**config.mk**
```make
export PLATFORM = sky130hd
export DESIGN_NAME = subr_call_seq
export DESIGN_NICKNAME = d
export VERILOG_FILES = /design/src/rtl/subr_call_pkg.sv /design/src/rtl/subr_call_fsm.sv /design/src/rtl/subr_call_regs.sv /design/src/rtl/subr_call_bus.sv /design/src/rtl/subr_call_seq.sv
export SDC_FILE = /design/constraint.sdc
export NUM_CORES = 1
export LEC_CHECK = 0
export ABC_CLOCK_PERIOD_IN_PS = 5130
export BUFFER_PORTS_ARGS = -buffer_cell sky130_fd_sc_hd__buf_2
export CORE_MARGIN = 8
export CORE_UTILIZATION = 25
export CTS_CLUSTER_DIAMETER = 40
export CTS_CLUSTER_SIZE = 20
export DETAILED_ROUTE_END_ITERATION = 8
export PLACE_DENSITY_LB_ADDON = 0.12
export SKIP_LAST_GASP = 1
export SLEW_MARGIN = 15
export SYNTH_ARGS = -nofsm -noshare
export SYNTH_HDL_FRONTEND = slang
export SYNTH_SLANG_ARGS = --single-unit
```
**constraint.sdc**
```tcl
create_clock -name clk -period 5.13 [get_ports clk]
set_input_delay 1.026 -clock clk [delete_from_list [all_inputs] [get_ports clk]]
set_output_delay 1.026 -clock clk [all_outputs]
set_load 0.01 [all_outputs]
```
**src/rtl/subr_call_pkg.sv**
```systemverilog
`timescale 1ns/1ps
package subr_call_pkg;
  typedef enum logic [2:0] {
    PH_IDLE     = 3'd0,
    PH_RD_LO    = 3'd1,
    PH_LATCH_LO = 3'd2,
    PH_PUSH_HI  = 3'd3,
    PH_PUSH_LO  = 3'd4,
    PH_RD_HI    = 3'd5,
    PH_FINISH   = 3'd6
  } phase_t;
endpackage

```
**src/rtl/subr_call_fsm.sv**
```systemverilog
`timescale 1ns/1ps
module subr_call_fsm
  import subr_call_pkg::*;
(
  input  logic   clk,
  input  logic   rst,
  input  logic   start,
  output phase_t phase,
  output logic   accept
);
  assign accept = start && (phase == PH_IDLE);

  always_ff @(posedge clk) begin
    if (rst) begin
      phase <= PH_IDLE;
    end else begin
      case (phase)
        PH_IDLE:     if (accept) phase <= PH_RD_LO;
        PH_RD_LO:    phase <= PH_LATCH_LO;
        PH_LATCH_LO: phase <= PH_PUSH_HI;
        PH_PUSH_HI:  phase <= PH_PUSH_LO;
        PH_PUSH_LO:  phase <= PH_RD_HI;
        PH_RD_HI:    phase <= PH_FINISH;
        default:     phase <= PH_IDLE;
      endcase
    end
  end
endmodule

```
**src/rtl/subr_call_regs.sv**
```systemverilog
`timescale 1ns/1ps
module subr_call_regs
  import subr_call_pkg::*;
#(
  parameter int  DW = 8,
  localparam int AW = 2 * DW
) (
  input  logic          clk,
  input  logic          rst,
  input  logic          accept,
  input  phase_t        phase,
  input  logic [AW-1:0] op_addr,
  input  logic [DW-1:0] sp_in,
  input  logic [DW-1:0] mem_rdata,
  output logic [AW-1:0] op_q,
  output logic [DW-1:0] sp_q,
  output logic [AW-1:0] pc_out,
  output logic [DW-1:0] sp_out,
  output logic          done
);
  logic [DW-1:0] lo_q;

  always_ff @(posedge clk) begin
    if (rst) begin
      op_q   <= '0;
      sp_q   <= '0;
      lo_q   <= '0;
      pc_out <= '0;
      sp_out <= '0;
      done   <= 1'b0;
    end else begin
      done <= 1'b0;
      if (accept) begin
        op_q <= op_addr;
        sp_q <= sp_in;
      end
      case (phase)
        PH_LATCH_LO: lo_q <= mem_rdata;
        PH_PUSH_HI,
        PH_PUSH_LO:  sp_q <= sp_q - 1'b1;
        PH_FINISH: begin
          pc_out <= {mem_rdata, lo_q};
          sp_out <= sp_q;
          done   <= 1'b1;
        end
        default: ;
      endcase
    end
  end
endmodule

```
**src/rtl/subr_call_bus.sv**
```systemverilog
`timescale 1ns/1ps
module subr_call_bus
  import subr_call_pkg::*;
#(
  parameter int            DW         = 8,
  parameter logic [DW-1:0] STACK_PAGE = 8'h01,
  localparam int           AW         = 2 * DW
) (
  input  phase_t        phase,
  input  logic [AW-1:0] op_q,
  input  logic [DW-1:0] sp_q,
  output logic          mem_rd,
  output logic          mem_wr,
  output logic [AW-1:0] mem_addr,
  output logic [DW-1:0] mem_wdata
);
  logic [AW-1:0] link;
  logic [AW-1:0] lo_ptr;

  assign lo_ptr = op_q + AW'(1);
  assign link   = op_q + AW'(2);

  always_comb begin
    mem_rd    = 1'b0;
    mem_wr    = 1'b0;
    mem_addr  = '0;
    mem_wdata = '0;
    case (phase)
      PH_RD_LO: begin
        mem_rd   = 1'b1;
        mem_addr = lo_ptr;
      end
      PH_PUSH_HI: begin
        mem_wr    = 1'b1;
        mem_addr  = {STACK_PAGE, sp_q};
        mem_wdata = link[AW-1:DW];
      end
      PH_PUSH_LO: begin
        mem_wr    = 1'b1;
        mem_addr  = {STACK_PAGE, sp_q};
        mem_wdata = link[DW-1:0];
      end
      PH_RD_HI: begin
        mem_rd   = 1'b1;
        mem_addr = link;
      end
      default: ;
    endcase
  end
endmodule

```
**src/rtl/subr_call_seq.sv**
```systemverilog
`timescale 1ns/1ps
module subr_call_seq
  import subr_call_pkg::*;
#(
  parameter int            DW         = 8,
  parameter logic [DW-1:0] STACK_PAGE = 8'h01,
  localparam int           AW         = 2 * DW
) (
  input  logic          clk,
  input  logic          rst,
  input  logic          start,
  input  logic [AW-1:0] op_addr,
  input  logic [DW-1:0] sp_in,
  output logic          mem_rd,
  output logic          mem_wr,
  output logic [AW-1:0] mem_addr,
  output logic [DW-1:0] mem_wdata,
  input  logic [DW-1:0] mem_rdata,
  output logic          busy,
  output logic          done,
  output logic [AW-1:0] pc_out,
  output logic [DW-1:0] sp_out
);
  phase_t        phase;
  logic          accept;
  logic [AW-1:0] op_q;
  logic [DW-1:0] sp_q;

  assign busy = (phase != PH_IDLE);

  subr_call_fsm u_fsm (
    .clk    (clk),
    .rst    (rst),
    .start  (start),
    .phase  (phase),
    .accept (accept)
  );

  subr_call_regs #(.DW(DW)) u_regs (
    .clk       (clk),
    .rst       (rst),
    .accept    (accept),
    .phase     (phase),
    .op_addr   (op_addr),
    .sp_in     (sp_in),
    .mem_rdata (mem_rdata),
    .op_q      (op_q),
    .sp_q      (sp_q),
    .pc_out    (pc_out),
    .sp_out    (sp_out),
    .done      (done)
  );

  subr_call_bus #(.DW(DW), .STACK_PAGE(STACK_PAGE)) u_bus (
    .phase     (phase),
    .op_q      (op_q),
    .sp_q      (sp_q),
    .mem_rd    (mem_rd),
    .mem_wr    (mem_wr),
    .mem_addr  (mem_addr),
    .mem_wdata (mem_wdata)
  );
endmodule

```
==> results.json <==
{
  "criticalPathCategory": "flop to output pin",
  "synthCells": 420,
  "die-height_um": 128,
  "antenna_found_initial": 0,
  "fin_crit_ns": 3.39,
  "critPathLaunch": "u_fsm.phase[2]$_SDFFE_PP0P_",
  "switching_share_pct": 25.7,
  "crit_end": "mem_addr[15]",
  "die-area_um2": 16400,
  "synth-seq-cells": 60,
  "firstDrtPassIters": 4,
  "synth_cell_types": 48,
  "multiInputGateArea_um2": 1740,
  "cell_internal_pwr_mw": 0.999,
  "numCtsBuffers": 9,
  "cts-resized-gates": 0,
  "drv_cap": 0,
  "rsz0062_at_grt": "false",
  "drt_first_iter_violations": 178,
  "reg2reg_depth": 4,
  "grt_max_degree": 61,
  "worst-path-max-fanout": 19,
  "synth_nets": 458,
  "rows": 41,
  "arrival_ns": 2.37,
  "relSlewSlack_pct": 29.9,
  "fin_nets": 520,
  "synth-seq-area-share_pct": 38.1,
  "grt.overflow.total": 0,
  "fill_cells": 1390,
  "p_comb_share_pct": 10.8,
  "final_util_pct": 31.7,
  "clock_sinks": 60,
  "hold_violations": 0,
  "die_w_um": 128,
  "peakVddDrop_mv": 0.182,
  "power_frac_clock_pct": 49.9,
  "initial_core_util_pct": 25.3,
  "r2r_start": "u_fsm.phase[2]$_SDFFE_PP0P_",
  "drc": 0,
  "wl_per_cell_um": 14.9,
  "power_density_nw_per_um2": 340,
  "slew_viol_final": 0,
  "dp.final_hpwl_um": 7160,
  "r2r_end": "u_regs.sp_q[2]$_SDFFE_PP0P_",
  "ant_nets": 0,
  "h-tree-depth": 3,
  "place.gp.congestion": 0.831,
  "vias": 3010,
  "path_clk_slew_ns": 0.05,
  "p_leak_nw": 1.53,
  "cts_setup_buffers": 0,
  "grt_pass1_wl_um": 15800,
  "synth_area_um2": 3150,
  "hold-worst-slack_ns": 0.449,
  "setup_viol": 0,
  "synth_warnings": 0,
  "post-route-period-util_pct": 66.1,
  "grt_pass1_vias": 2928,
  "io_buffers": 86,
  "cts.path.max_buffers": 2,
  "rrSetupSlack_ns": 2.76,
  "syn_avg_cell_area_um2": 7.50,
  "seqCellArea_um2": 1200,
  "clkLatencyLatePin_ns": 0.33,
  "via_per_inst": 4.57,
  "area_growth_pct": 25.6,
  "synth_async_sr_flop_share_pct": 0,
  "hp-class": "flop to flop",
  "fin_setup_tns_ns": 0,
  "synth_edf_count": 0,
  "pre_cts_slack_ns": 2.09,
  "diodes": 0,
  "grt_usage_pct": 12.3,
  "ctsHoldBuffers": 0,
  "sequentialPowerShare_pct": 39.3,
  "fmax_ghz": 0.295,
  "p_sw_mw": 0.346,
  "cts_tree": "built",
  "skew_ns": 0.00545,
  "synth-main-ff-cell": "dfxtp_1",
  "core_um2": 12500,
  "crit_path_end_kind": "output pin",
  "crit_path_start_kind": "flop",
  "outcome": "completed",
  "wl_um": 9800,
  "setup_ws_ns": 1.74,
  "io_pins": 87,
  "required_ns": 4.10,
  "clock-root-buffer": "clkbuf_16",
  "drive_above_1_share_pct": 22.8,
  "worst_pin_slew_ns": 1.05
}
## sequential cells by signal, summed over array words and instances, names as in the netlist
name           count
u_regs.pc_out     16
u_regs.sp_q        8
u_regs.done        1
u_regs.op_q       16
u_fsm.phase        3
u_regs.lo_q        8
u_regs.sp_out      8
## layout make-up
cell class                 count  share of cell area, %
multi-input combinational    316                   43.9
sequential                    60                   30.4
timing repair buffer          87                   11.1
clock buffer                  11                   6.39
tap                          172                   5.44
clock inverter                 5                   2.12
inverter                       8                  0.759
## power by group through the flow
| stage | clock [mW] | sequential, mW | combinational [mW] |
|---|---|---|---|
| finish | 0.671 | 0.528 | 0.146 |
| global route | 0.710 | 0.534 | 0.165 |
| CTS | 0.691 | 0.528 | 0.149 |
| detailed placement | 0 | 0.538 | 0.148 |
| global placement | 0 | 0.538 | 0.148 |
| floorplan | 0 | 0.514 | 0.122 |
## how the worst min path moves through the flow
stage / from / endpoint / slack (ns) / cells after the start
6_report: u_regs.pc_out[5]$_SDFFE_PP0P_ / u_regs.pc_out[5]$_SDFFE_PP0P_ / 0.45 / 2
5_1_grt: u_regs.lo_q[5]$_SDFFE_PP0P_ / u_regs.lo_q[5]$_SDFFE_PP0P_ / 0.47 / 2
4_1_cts: u_regs.pc_out[14]$_SDFFE_PP0P_ / u_regs.pc_out[14]$_SDFFE_PP0P_ / 0.45 / 2
3_5_place_dp: u_regs.pc_out[14]$_SDFFE_PP0P_ / u_regs.pc_out[14]$_SDFFE_PP0P_ / 0.44 / 2
3_3_place_gp: u_regs.pc_out[12]$_SDFFE_PP0P_ / u_regs.pc_out[12]$_SDFFE_PP0P_ / 0.44 / 2
2_1_floorplan: u_regs.lo_q[0]$_SDFFE_PP0P_ / u_regs.pc_out[0]$_SDFFE_PP0P_ / 0.43 / 2
## placed cells by master, fill, tap and decap left out, drive strengths merged, types with 2 or more instances in the layout
cell type,synthesis,routed
and3b,2,2
nand3,11,11
buf,19,87
clkinvlp,0,2
or3,7,7
bufinv,0,2
nand2,113,113
o21ai,13,13
nor2,17,17
nand3b,3,3
nand4,4,4
xnor2,15,15
ha,3,3
a2111oi,4,4
nand2b,2,2
nor3,13,13
inv,8,8
nor4,5,5
dfxtp,60,60
and2,3,3
xor2,6,6
mux2i,3,3
a31oi,2,2
a21oi,58,58
o22ai,10,10
a2bb2oi,2,2
and3,4,4
clkbuf,17,11
o211ai,4,4
## synth_stat cells (5+ instances only)
master,count,area (µm²)
dfxtp_1,60,1200
buf_2,11,55.1
nor3_1,13,65.1
xor2_1,6,52.6
nor2_1,16,60.1
a21oi_1,58,290
xnor2_1,15,131
nand3_1,10,50.1
nor4_1,5,31.3
clkbuf_1,17,63.8
or3_1,7,43.8
nand2_1,113,424
o22ai_1,10,62.6
o21ai_0,13,65.1
inv_1,7,26.3
## layer usage
layer  up-vias  wire length [µm]  track usage, %
li1       1567                 -               -
met1      1369              4710            15.4
met2        67              4470            19.3
met3         7               523            4.28
met4         0                87            4.06
met5         -                 0               0
## cells by family after synthesis
group,count (synthesis),share of synthesized area [%]
AO/OA/AOI/OAI,100,18.5
AND/OR/NAND/NOR,189,28.6
multiplexers,3,0.954
adder cells (fa/ha/maj),3,1.19
buffers and inverters,44,6.75
XOR/XNOR,21,5.84
flip-flops,60,38.1
## stage by stage
| step | total power [mW] | area, µm² | instances |
|---|---|---|---|
| after global routing | 1.41 | 3960 | 659 |
| after global placement | 0.686 | 3620 | 643 |
| after detailed placement | 0.686 | 3620 | 643 |
| after CTS | 1.37 | 3960 | 659 |
| final | 1.34 | 3960 | 659 |
| after floorplan | 0.636 | 3150 | 420 |
## critical path, stage by stage (launching register included)
cell,delay [ns]
dfxtp_1,0.71
nor2_1,0.20
or3_1,0.46
or3_1,0.36
a21oi_1,0.14
buf_2,0.16
Power figures use the tool's default switching activity.
